**config.mk**
```make
export PLATFORM = sky130hd
export DESIGN_NAME = minsum_check_node
export DESIGN_NICKNAME = d
export VERILOG_FILES = /design/src/rtl/cnu_pkg.sv /design/src/rtl/cnu_abs_sat.sv /design/src/rtl/cnu_excl_min.sv /design/src/rtl/cnu_sm_to_tc.sv /design/src/rtl/minsum_check_node.sv
export SDC_FILE = /design/constraint.sdc
export NUM_CORES = 1
export LEC_CHECK = 0
export BUFFER_PORTS_ARGS = -buffer_cell sky130_fd_sc_hd__buf_2
export CORE_ASPECT_RATIO = 1.1
export CORE_MARGIN = 8
export CORE_UTILIZATION = 40
export CTS_BUF_LIST = sky130_fd_sc_hd__clkbuf_16
export CTS_CLUSTER_DIAMETER = 40
export CTS_CLUSTER_SIZE = 40
export DETAILED_ROUTE_END_ITERATION = 12
export HOLD_SLACK_MARGIN = 0.1
export PLACE_DENSITY = 0.68
export SLEW_MARGIN = 20
export SYNTH_ARGS = -nofsm -noshare
export SYNTH_HDL_FRONTEND = slang
export SYNTH_SLANG_ARGS = --single-unit
```
**constraint.sdc**
```tcl
create_clock -name clk -period 2.2 [get_ports clk]
set_input_delay 0.11 -clock clk [delete_from_list [all_inputs] [get_ports clk]]
set_output_delay 0.11 -clock clk [all_outputs]
set_load 0.005 [all_outputs]
```
**src/rtl/cnu_pkg.sv**
```systemverilog
package cnu_pkg;
  localparam int unsigned CNU_DEG_DEF   = 6;
  localparam int unsigned CNU_MSG_W_DEF = 5;

  // Largest magnitude representable in a message of the given width
  function automatic int unsigned cnu_mag_max(input int unsigned msg_w);
    return (1 << (msg_w - 1)) - 1;
  endfunction
endpackage

```
**src/rtl/cnu_abs_sat.sv**
```systemverilog
module cnu_abs_sat #(
  parameter int unsigned MSG_W = 5,
  localparam int unsigned MAG_W = MSG_W - 1
) (
  input  logic [MSG_W-1:0] msg_i,
  output logic             sign_o,
  output logic [MAG_W-1:0] mag_o
);
  logic [MSG_W-1:0] negated;

  always_comb begin
    sign_o  = msg_i[MSG_W-1];
    negated = ~msg_i + 1'b1;
    if (!msg_i[MSG_W-1]) begin
      mag_o = msg_i[MAG_W-1:0];
    end else if (negated[MSG_W-1]) begin
      // most negative code: clamp to largest magnitude
      mag_o = {MAG_W{1'b1}};
    end else begin
      mag_o = negated[MAG_W-1:0];
    end
  end

  always_comb begin
    // magnitude never wraps to zero for a negative input
    a_r3_neg_nonzero: assert (!(msg_i[MSG_W-1] && mag_o == '0));
  end
endmodule

```
**src/rtl/cnu_excl_min.sv**
```systemverilog
module cnu_excl_min #(
  parameter int unsigned DEG   = 6,
  parameter int unsigned MAG_W = 4
) (
  input  logic [DEG*MAG_W-1:0] mag_i,
  output logic [DEG*MAG_W-1:0] min_o
);
  logic [MAG_W-1:0] lane [DEG];
  logic [MAG_W-1:0] pre  [DEG+1];
  logic [MAG_W-1:0] suf  [DEG+1];

  assign pre[0]   = {MAG_W{1'b1}};
  assign suf[DEG] = {MAG_W{1'b1}};

  for (genvar k = 0; k < DEG; k++) begin : g_lane
    assign lane[k] = mag_i[k*MAG_W +: MAG_W];
    // running minimum from the low end and from the high end
    assign pre[k+1] = (lane[k] < pre[k]) ? lane[k] : pre[k];
    assign suf[k]   = (lane[k] < suf[k+1]) ? lane[k] : suf[k+1];
    // excluded minimum joins the two partial results around lane k
    assign min_o[k*MAG_W +: MAG_W] = (pre[k] < suf[k+1]) ? pre[k] : suf[k+1];
  end

  always_comb begin
    for (int i = 0; i < DEG; i++) begin
      for (int j = 0; j < DEG; j++) begin
        if (i != j) begin
          // selected value never exceeds any other lane
          a_r2_min_bound: assert (min_o[i*MAG_W +: MAG_W] <= lane[j]);
        end
      end
    end
  end
endmodule

```
**src/rtl/cnu_sm_to_tc.sv**
```systemverilog
module cnu_sm_to_tc #(
  parameter int unsigned MSG_W = 5,
  localparam int unsigned MAG_W = MSG_W - 1
) (
  input  logic             sign_i,
  input  logic [MAG_W-1:0] mag_i,
  output logic [MSG_W-1:0] tc_o
);
  logic [MSG_W-1:0] pos;

  always_comb begin
    pos = {1'b0, mag_i};
    if (sign_i && (mag_i != '0)) begin
      tc_o = ~pos + 1'b1;
    end else begin
      tc_o = pos;
    end
  end

  always_comb begin
    // the encoded sign bit is set only for a nonzero negative result
    a_r6_sign_bit: assert (tc_o[MSG_W-1] == (sign_i && (mag_i != '0)));
  end
endmodule

```
**src/rtl/minsum_check_node.sv**
```systemverilog
module minsum_check_node
  import cnu_pkg::*;
#(
  parameter int unsigned DEG   = CNU_DEG_DEF,
  parameter int unsigned MSG_W = CNU_MSG_W_DEF,
  localparam int unsigned MAG_W = MSG_W - 1,
  localparam int unsigned VEC_W = DEG * MSG_W
) (
  input  logic             clk,
  input  logic             rst_n,
  input  logic             in_valid,
  input  logic [VEC_W-1:0] in_msg,
  input  logic [DEG-1:0]   code_bits,
  output logic             out_valid,
  output logic [VEC_W-1:0] out_msg,
  output logic             parity_ok
);
  logic [DEG-1:0]       sign_in;
  logic [DEG*MAG_W-1:0] mag_in;
  logic [DEG*MAG_W-1:0] mag_sel;
  logic [DEG-1:0]       sign_out;
  logic                 sign_all;
  logic [VEC_W-1:0]     msg_d, msg_q;
  logic                 par_d, par_q;
  logic                 vld_d, vld_q;

  for (genvar k = 0; k < DEG; k++) begin : g_in
    cnu_abs_sat #(.MSG_W(MSG_W)) u_abs (
      .msg_i  (in_msg[k*MSG_W +: MSG_W]),
      .sign_o (sign_in[k]),
      .mag_o  (mag_in[k*MAG_W +: MAG_W])
    );
  end

  cnu_excl_min #(.DEG(DEG), .MAG_W(MAG_W)) u_min (
    .mag_i (mag_in),
    .min_o (mag_sel)
  );

  assign sign_all = ^sign_in;

  for (genvar k = 0; k < DEG; k++) begin : g_out
    // removing lane k's own sign from the total leaves the others' product
    assign sign_out[k] = sign_all ^ sign_in[k];
    cnu_sm_to_tc #(.MSG_W(MSG_W)) u_tc (
      .sign_i (sign_out[k]),
      .mag_i  (mag_sel[k*MAG_W +: MAG_W]),
      .tc_o   (msg_d[k*MSG_W +: MSG_W])
    );
  end

  // next-state
  always_comb begin
    vld_d = in_valid;
    par_d = ~(^code_bits);
  end

  // registers; data captured only on valid
  always_ff @(posedge clk or negedge rst_n) begin
    if (!rst_n) begin
      vld_q <= 1'b0;
      msg_q <= '0;
      par_q <= 1'b0;
    end else begin
      vld_q <= vld_d;
      if (in_valid) begin
        msg_q <= msg_d;
        par_q <= par_d;
      end
    end
  end

  assign out_valid = vld_q;
  assign out_msg   = msg_q;
  assign parity_ok = par_q;

  a_r1_valid_rise: assert property (@(posedge clk) disable iff (!rst_n)
    in_valid |=> out_valid);
  a_r1_valid_drop: assert property (@(posedge clk) disable iff (!rst_n)
    !in_valid |=> !out_valid);
  a_r8_hold: assert property (@(posedge clk) disable iff (!rst_n)
    !in_valid |=> ($stable(out_msg) && $stable(parity_ok)));
  a_r7_parity: assert property (@(posedge clk) disable iff (!rst_n)
    in_valid |=> (parity_ok == $past(($countones(code_bits) % 2) == 0)));

  for (genvar k = 0; k < DEG; k++) begin : g_chk
    a_r5_no_neg_zero: assert property (@(posedge clk) disable iff (!rst_n)
      out_msg[k*MSG_W +: MSG_W] != {1'b1, {MAG_W{1'b0}}});
  end
endmodule

```
==> flow_summary_export.csv, run 1 <==
group,metric,value,unit
final_layout,final_area,0.00836,sq mm
power,power_leakage,0.00399,uW
grt,grt_start_max_net_pins,35,
drt,first_iter_violations,337,
placement,dpl_cell_area,0.00678,sq mm
clock_tree,cts_max_path_buffers,2,
timing,slew_headroom,0.532,
final_layout,nNetsFinal,996,
timing,fmax,162,MHz
timing,fin_ws,-3.97,ns
logic_synthesis,yosys.area.top_type,"dfrtp_1",
setup_path,reg2reg_setup_slack,1.24,ns
logic_synthesis,syn_area,0.00434,sq mm
die,core_area,0.0108,sq mm
setup_path,crit_top_cell,"ha_4",
logic_synthesis,ys_types,79,
grt,antenna_found_initial,0,
grt,grt_pass1_vias,6406,
logic_synthesis,avgSynthCellArea,7.89,sq um
clock_tree,clk_pin_slew,0.05,ns
drt,drc,0,
setup_path,crit_path_top_delay_cell,"mux2_4",
grt,grtUsageTotal,0.250,
timing,skew,0,ns
timing,setup_viol,30,
placement,place_hpwl,12700,um
logic_synthesis,ys_ff_latch,32,
final_layout,area_growth_syn_to_layout,92.7,%
grt,grt_first_pass_wirelength,29600,um
logic_synthesis,synthArstFlopShare,1.00,
hold_path,hold_path_class,"primary input to register",
logic_synthesis,syn_inst,550,
die,io-pin-count,71,
drt,antenna_left,0,
logic_synthesis,ys.flop_type,"dfrtp_1",
clock_tree,h-tree-depth,2,
final_layout,antenna_cells,0,
placement,routabilityCongestion,1.02,
setup_path,crit_path_end_kind,"register",
setup_path,crit_arrival,6.30,ns
setup_path,cp-start-kind,"primary input",
power,vdd_drop_max,0.000497,V
timing,finalHoldViolCount,0,
setup_path,critPathRequiredTime,2.33,ns
logic_synthesis,synth_edf_count,0,
clock_tree,clock_sinks,32,
drt,wl,20500,um
clock_tree,cts_root_buffer,"clkbuf_16",
placement,place_inst,980,
logic_synthesis,yosysTopAreaCellShare,0.185,
timing,fin_crit_sh,2.81,
outcome,status,"finished with violations",
flow_run,maxCapViolCount,0,
logic_synthesis,synth.area.top_cells,"dfrtp_1, ha_1, nand2_1",
timing,tightest_slew,0.702,ns
die,start_util,0.403,
outcome,violations,"negative setup slack",
placement,io_buffers,70,
timing,finalCriticalPeriod,6.17,ns
die,num_rows,40,
logic_synthesis,ys_seq_area_frac,0.185,
setup_path,setup.worst_path.class,"primary input to register",
clock_tree,cts_tree,"yes",
final_layout,fill_cells,647,
logic_synthesis,yosysWarningCount,0,
timing,rsz0062_at_grt,"true",
drt,wire_per_inst,19.3,um
timing,maxSlewViolCount,0,
clock_tree,cts_buffers,5,
clock_tree,clk_latency,0.27,ns
grt,grt_overflow,0,
setup_path,critical_path.max_stage_delay,0.34,ns
final_layout,stdcell_count,1059,
final_layout,layout-drive-gt1-share,0.603,
die,die_h,125,um
logic_synthesis,synth_nets,634,
die,die_w,115,um
setup_path,critical_path.max_fanout,3,
power,power.density,874,mW/mm^2
drt,vias_per_cell,5.68,
die,dieArea,0.0144,sq mm
drt,first_pass_iters,5,
drt,num_vias,6011,
-- worst max-delay path, delay by kind of cell --
kind / cells / cell delay [ns]
xor+xnor: 1 / 0.15
simple gates: 7 / 0.61
buf+inv: 5 / 0.51
compound gates: 15 / 2.77
fa+ha+maj: 6 / 1.44
mux: 2 / 0.67
-- registers in the layout (all words and copies together) (netlist names) --
signal,count
out_msg,30
parity_ok,1
out_valid,1
-- through the flow --
stage | utilization | setup TNS [ns] | hold slack, ns | total power, uW | setup slack, ns
5_1_grt | 0.777 | -100.52 | 0.312 | 7680 | -4.10
4_1_cts | 0.732 | -88.18 | 0.239 | 6420 | -3.55
3_5_place_dp | 0.630 | -102.23 | 0.186 | 4990 | -4.27
3_3_place_gp | 0.630 | -97.46 | 0.178 | 4830 | -4.14
2_1_floorplan | - | -89.14 | -0.186 | 3110 | -3.84
6_report | 0.777 | -94.66 | 0.277 | 7300 | -3.97
-- cell usage after synthesis, drive strengths merged, types with 7 or more instances --
library cell  instances
o21ai                31
nor2b                 9
o31ai                 7
nor3                  7
a21o                 13
a21boi                7
inv                  46
mux2                  9
nand3                10
dfrtp                32
o41ai                 7
nand2b                8
nor2                 45
a21oi                42
ha                   45
xnor2                20
nand2                56
clkbuf               11
mux2i                10
o22ai                11
a31oi                 9
o211ai                7
-- layout make-up --
| cell class | instances | area (sq um) | area share |
|---|---|---|---|
| well taps | 147 | 184 | 0.0220 |
| clock buffers | 5 | 125 | 0.0150 |
| inverters | 46 | 173 | 0.0207 |
| clock inverters | 2 | 8.76 | 0.00105 |
| repair buffers | 371 | 2740 | 0.328 |
| multi-input cells | 456 | 4330 | 0.517 |
| flip-flops and latches | 32 | 801 | 0.0958 |
-- worst paths after layout --
| path | startpoint | to | cells past startpoint |
|---|---|---|---|
| max | in_msg[26] | out_msg[2]$_DFFE_PN0P_ | 36 |
| min | in_valid | out_msg[25]$_DFFE_PN0P_ | 4 |
| max reg2reg | out_msg[23]$_DFFE_PN0P_ | out_msg[23]$_DFFE_PN0P_ | 3 |
| min reg2reg | out_msg[25]$_DFFE_PN0P_ | out_msg[25]$_DFFE_PN0P_ | 2 |
| max in group asynchronous | rst_n | out_msg[13]$_DFFE_PN0P_ | 2 |
| min in group asynchronous | rst_n | out_msg[28]$_DFFE_PN0P_ | 2 |
-- report_power, final --
part	switching [uW]	internal (uW)
combinational	2720	2950
sequential	167	838
clock	224	405
total	3110	4190
-- cell usage in the layout, fill, tap and decap left out, types with 7 or more instances in the layout --
master   Yosys  final
mux2_4       0      8
ha_1        45     25
buf_4        2    274
nand2_2      0      8
o22ai_1     10      8
nand3_1      9      7
a21oi_2      2     16
nand2_1     56     46
xnor2_1     20     14
ha_4         0     17
a21o_1      13     12
buf_6        1     29
o21ai_1      7      7
nor2b_4      0      7
nor2_1      45     34
inv_2        1     12
a21oi_1     40     22
o21ai_0     24      7
buf_2        2     66
o21ai_2      0     14
dfrtp_1     32     32
inv_1       45     35
-- cells by family after synthesis --
| logic type | after synthesis | share of synthesized area |
|---|---|---|
| XOR/XNOR | 25 | 0.0505 |
| AO/OA/AOI/OAI | 199 | 0.329 |
| multiplexers | 19 | 0.0522 |
| adder cells (fa/ha/maj) | 47 | 0.135 |
| AND/OR/NAND/NOR | 166 | 0.191 |
| buffers and inverters | 62 | 0.0577 |
| flip-flops | 32 | 0.185 |
-- layer usage --
layer | wire length [um] | vias to the layer above | share of wire | global-route usage
met2 | 11000 | 251 | 0.54 | 0.479
met1 | 7210 | 2868 | 0.35 | 0.244
li1 | - | 2781 | - | -
met4 | 1440 | 0 | 0.070 | 0.148
met5 | 0 | - | 0 | 0
met3 | 860 | 111 | 0.042 | 0.0313
-- timing repair --
item                       in CTS  in global routing
hold buffers                    1                  0
buffers inserted               64                 24
resized for setup              90                 87
hold endpoints to repair       32                  0
setup endpoints to repair      30                 30
pin swaps                      65                 67
No activity file was read; power rests on OpenSTA's default activity.
==> inputs of run 2 (changes only) <==
--- a/config.mk
+++ b/config.mk
@@ -5,16 +5,17 @@
 export SDC_FILE = /design/constraint.sdc
 export NUM_CORES = 1
 export LEC_CHECK = 0
+export ABC_AREA = 1
 export BUFFER_PORTS_ARGS = -buffer_cell sky130_fd_sc_hd__buf_2
 export CORE_ASPECT_RATIO = 1.1
 export CORE_MARGIN = 8
-export CORE_UTILIZATION = 40
+export CORE_UTILIZATION = 32
 export CTS_BUF_LIST = sky130_fd_sc_hd__clkbuf_16
 export CTS_CLUSTER_DIAMETER = 40
 export CTS_CLUSTER_SIZE = 40
 export DETAILED_ROUTE_END_ITERATION = 12
 export HOLD_SLACK_MARGIN = 0.1
-export PLACE_DENSITY = 0.68
+export PLACE_DENSITY = 0.58
 export SLEW_MARGIN = 20
 export SYNTH_ARGS = -nofsm -noshare
 export SYNTH_HDL_FRONTEND = slang
==> run 2 against run 1 <==
Effect of this change:
- the flow still finishes with violations (negative setup slack)
- clock-buffer cell count did not move
- combinational power fell by 6.2%
- first-iteration DRC count fell by 8.3%
- global-route usage fell by 9.8 points
- worst setup slack improved by 1.4 ns
- synthesized cell count rose by 18%
- critical path depth rose by 10
- largest cell class unchanged
- final cell count rose by 5.2%
- wire length fell by 29%
==> flow_summary_export.csv, run 2 <==
group,metric,value,unit
drt,wire_per_inst,13.0,um
power,power_leakage,0.00403,uW
timing,finalCriticalPeriod,4.78,ns
drt,wl,14500,um
drt,first_iter_violations,309,
logic_synthesis,synth_edf_count,0,
clock_tree,cts_buffers,5,
logic_synthesis,synth_top_family_by_area,"simple AND/OR/NAND/NOR gates",
final_layout,fill_cells,1064,
logic_synthesis,synth_xor_area_frac,0.0424,
clock_tree,clock_sinks,32,
outcome,status,"finished with violations",
logic_synthesis,synthArstFlopShare,1.00,
logic_synthesis,syn_inst,649,
final_layout,final_area,0.00758,sq mm
timing,setup_viol,30,
setup_path,critPathRequiredTime,2.36,ns
flow_run,maxCapViolCount,0,
final_layout,stdcell_count,1114,
logic_synthesis,avgSynthCellArea,6.36,sq um
placement,io_buffers,70,
die,die_w,124,um
setup_path,crit_path_top_delay_cell,"ha_1",
setup_path,crit_path_end_kind,"register",
die,dieArea,0.0168,sq mm
logic_synthesis,synth_nets,733,
logic_synthesis,yosys.area.top_type,"dfrtp_1",
logic_synthesis,yosysTopAreaCellShare,0.194,
timing,fmax,209,MHz
clock_tree,cts_tree,"yes",
timing,setup_tns,-63.07,ns
setup_path,crit_arrival,4.94,ns
grt,grtUsageTotal,0.151,
die,num_rows,43,
drt,vias_per_cell,4.67,
final_layout,antenna_cells,0,
timing,skew,0,ns
logic_synthesis,synthSimpleGateAreaFrac,0.391,
setup_path,critical_path.max_fanout,4,
setup_path,cp-start-kind,"primary input",
drt,num_vias,5204,
final_layout,layout-drive-gt1-share,0.552,
final_layout,final_cell_mix,"buf_4, nand2_1, inv_1",
grt,grt_first_pass_wirelength,22300,um
power,vdd_drop_max,0.000880,V
final_layout,largest_reg_flops,30,
logic_synthesis,synth_compound_area_frac,0.119,
final_layout,nNetsFinal,1040,
timing,rsz0062_at_grt,"true",
timing,tightest_slew,0.708,ns
clock_tree,cts_max_path_buffers,2,
drt,antenna_left,0,
timing,maxSlewViolCount,0,
drt,drc,0,
placement,place_hpwl,10400,um
setup_path,crit_top_cell,"nand2_4",
die,io-pin-count,71,
grt,antenna_found_initial,0,
timing,fin_ws,-2.58,ns
logic_synthesis,ys_seq_area_frac,0.194,
clock_tree,clk_pin_slew,0.05,ns
setup_path,setup.worst_path.class,"primary input to register",
power,power.density,913,mW/mm^2
hold_path,hold_path_class,"primary input to register",
logic_synthesis,synth_adder_area_share,0.136,
clock_tree,clk_latency,0.27,ns
placement,dpl_cell_area,0.00614,sq mm
logic_synthesis,synth.area.top_cells,"dfrtp_1, nand2_1, ha_1",
logic_synthesis,ys_ff_latch,32,
logic_synthesis,synth_common_cells,"nand2_1, inv_1, nand3_1, ha_1, nand2_2",
die,start_util,0.328,
clock_tree,cts_root_buffer,"clkbuf_16",
logic_synthesis,synthMuxAreaShare,0,
setup_path,critical_path.max_stage_delay,0.32,ns
grt,grt_pass1_vias,5104,
final_layout,mostFrequentLayoutCell,"buf_4",
logic_synthesis,ys.flop_type,"dfrtp_1",
timing,finalHoldViolCount,0,
die,core_area,0.0126,sq mm
logic_synthesis,ys_types,40,
timing,fin_crit_sh,2.17,
logic_synthesis,yosysMostFrequentCell,"nand2_1",
drt,first_pass_iters,4,
placement,place_inst,1037,
timing,slew_headroom,0.528,
grt,grt_overflow,0,
clock_tree,h-tree-depth,2,
logic_synthesis,syn_area,0.00413,sq mm
logic_synthesis,yosysWarningCount,0,
die,die_h,135,um
placement,routabilityCongestion,0.872,
outcome,violations,"negative setup slack",
grt,grt_start_max_net_pins,33,
final_layout,area_growth_syn_to_layout,83.6,%
run 2: worst max-delay path: cells and delay by family:
family          cells  cell delay [ns]
buf+inv            10             0.59
simple gates       26             2.03
compound gates      4             0.74
fa+ha+maj           6             1.46
run 2: path summary, 6_finish.rpt:
path,start,end,slack (ns),cells past startpoint
worst max-delay path,in_msg[26],out_msg[3]$_DFFE_PN0P_,-2.58,46
worst min-delay path,in_valid,out_valid$_DFF_PN0_,0.15,1
worst max register to register,out_msg[12]$_DFFE_PN0P_,out_msg[12]$_DFFE_PN0P_,1.53,2
worst min register to register,out_msg[3]$_DFFE_PN0P_,out_msg[3]$_DFFE_PN0P_,0.47,2
max in group asynchronous,rst_n,out_msg[22]$_DFFE_PN0P_,1.31,2
min in group asynchronous,rst_n,out_msg[5]$_DFFE_PN0P_,0.42,2
run 2: cells by family after synthesis:
| kind of cell | after synthesis |
|---|---|
| adders and majority gates | 45 |
| AOI/OAI and AO/OA | 84 |
| xor gates and xnor gates | 20 |
| DFF | 32 |
| buffers and inverters | 124 |
| and+or+nand+nor | 344 |
run 2: per-stage QoR:
step / setup WS (ns) / power [uW] / utilization / hold slack [ns]
finish: -2.58 / 6920 / 0.602 / 0.155
detailed placement: -2.84 / 4670 / 0.488 / 0.201
floorplan: -2.35 / 3020 / - / -0.186
global route: -2.97 / 7460 / 0.602 / 0.152
CTS: -2.37 / 6110 / 0.558 / 0.143
global placement: -2.72 / 4540 / 0.488 / 0.193
run 2: cell type report:
type / count / area [sq um] / area share
Inverter: 113 / 443 / 0.0584
Tap cell: 157 / 196 / 0.0259
Multi-Input combinational cell: 493 / 3710 / 0.490
Clock buffer: 5 / 125 / 0.0165
Clock inverter: 3 / 11.3 / 0.00149
Timing Repair Buffer: 311 / 2290 / 0.302
Sequential cell: 32 / 801 / 0.106
run 2: timing repair:
item | 4_1_cts | 5_1_grt
hold buffers | 1 | 0
endpoints found under the hold margin | 32 | 0
resized for setup | 93 | 93
buffers inserted | 48 | 32
endpoints found under the setup margin | 30 | 30
pin swaps | 55 | 95
run 2: layer usage:
metal  global-route usage  vias to the layer above  share of wire  wire (um)
li1                     -                     2692              -          -
met1                0.187                     2397           0.45       6500
met2                0.270                       95           0.51       7350
met3               0.0200                       20          0.031        452
met4               0.0395                        0          0.016        227
met5                    0                        -              0          0
run 2: where the power goes:
part | internal (uW) | total (uW) | switching [uW]
combinational | 2700 | 5320 | 2630
clock | 406 | 640 | 234
sequential | 833 | 955 | 123
total | 3940 | 6920 | 2980
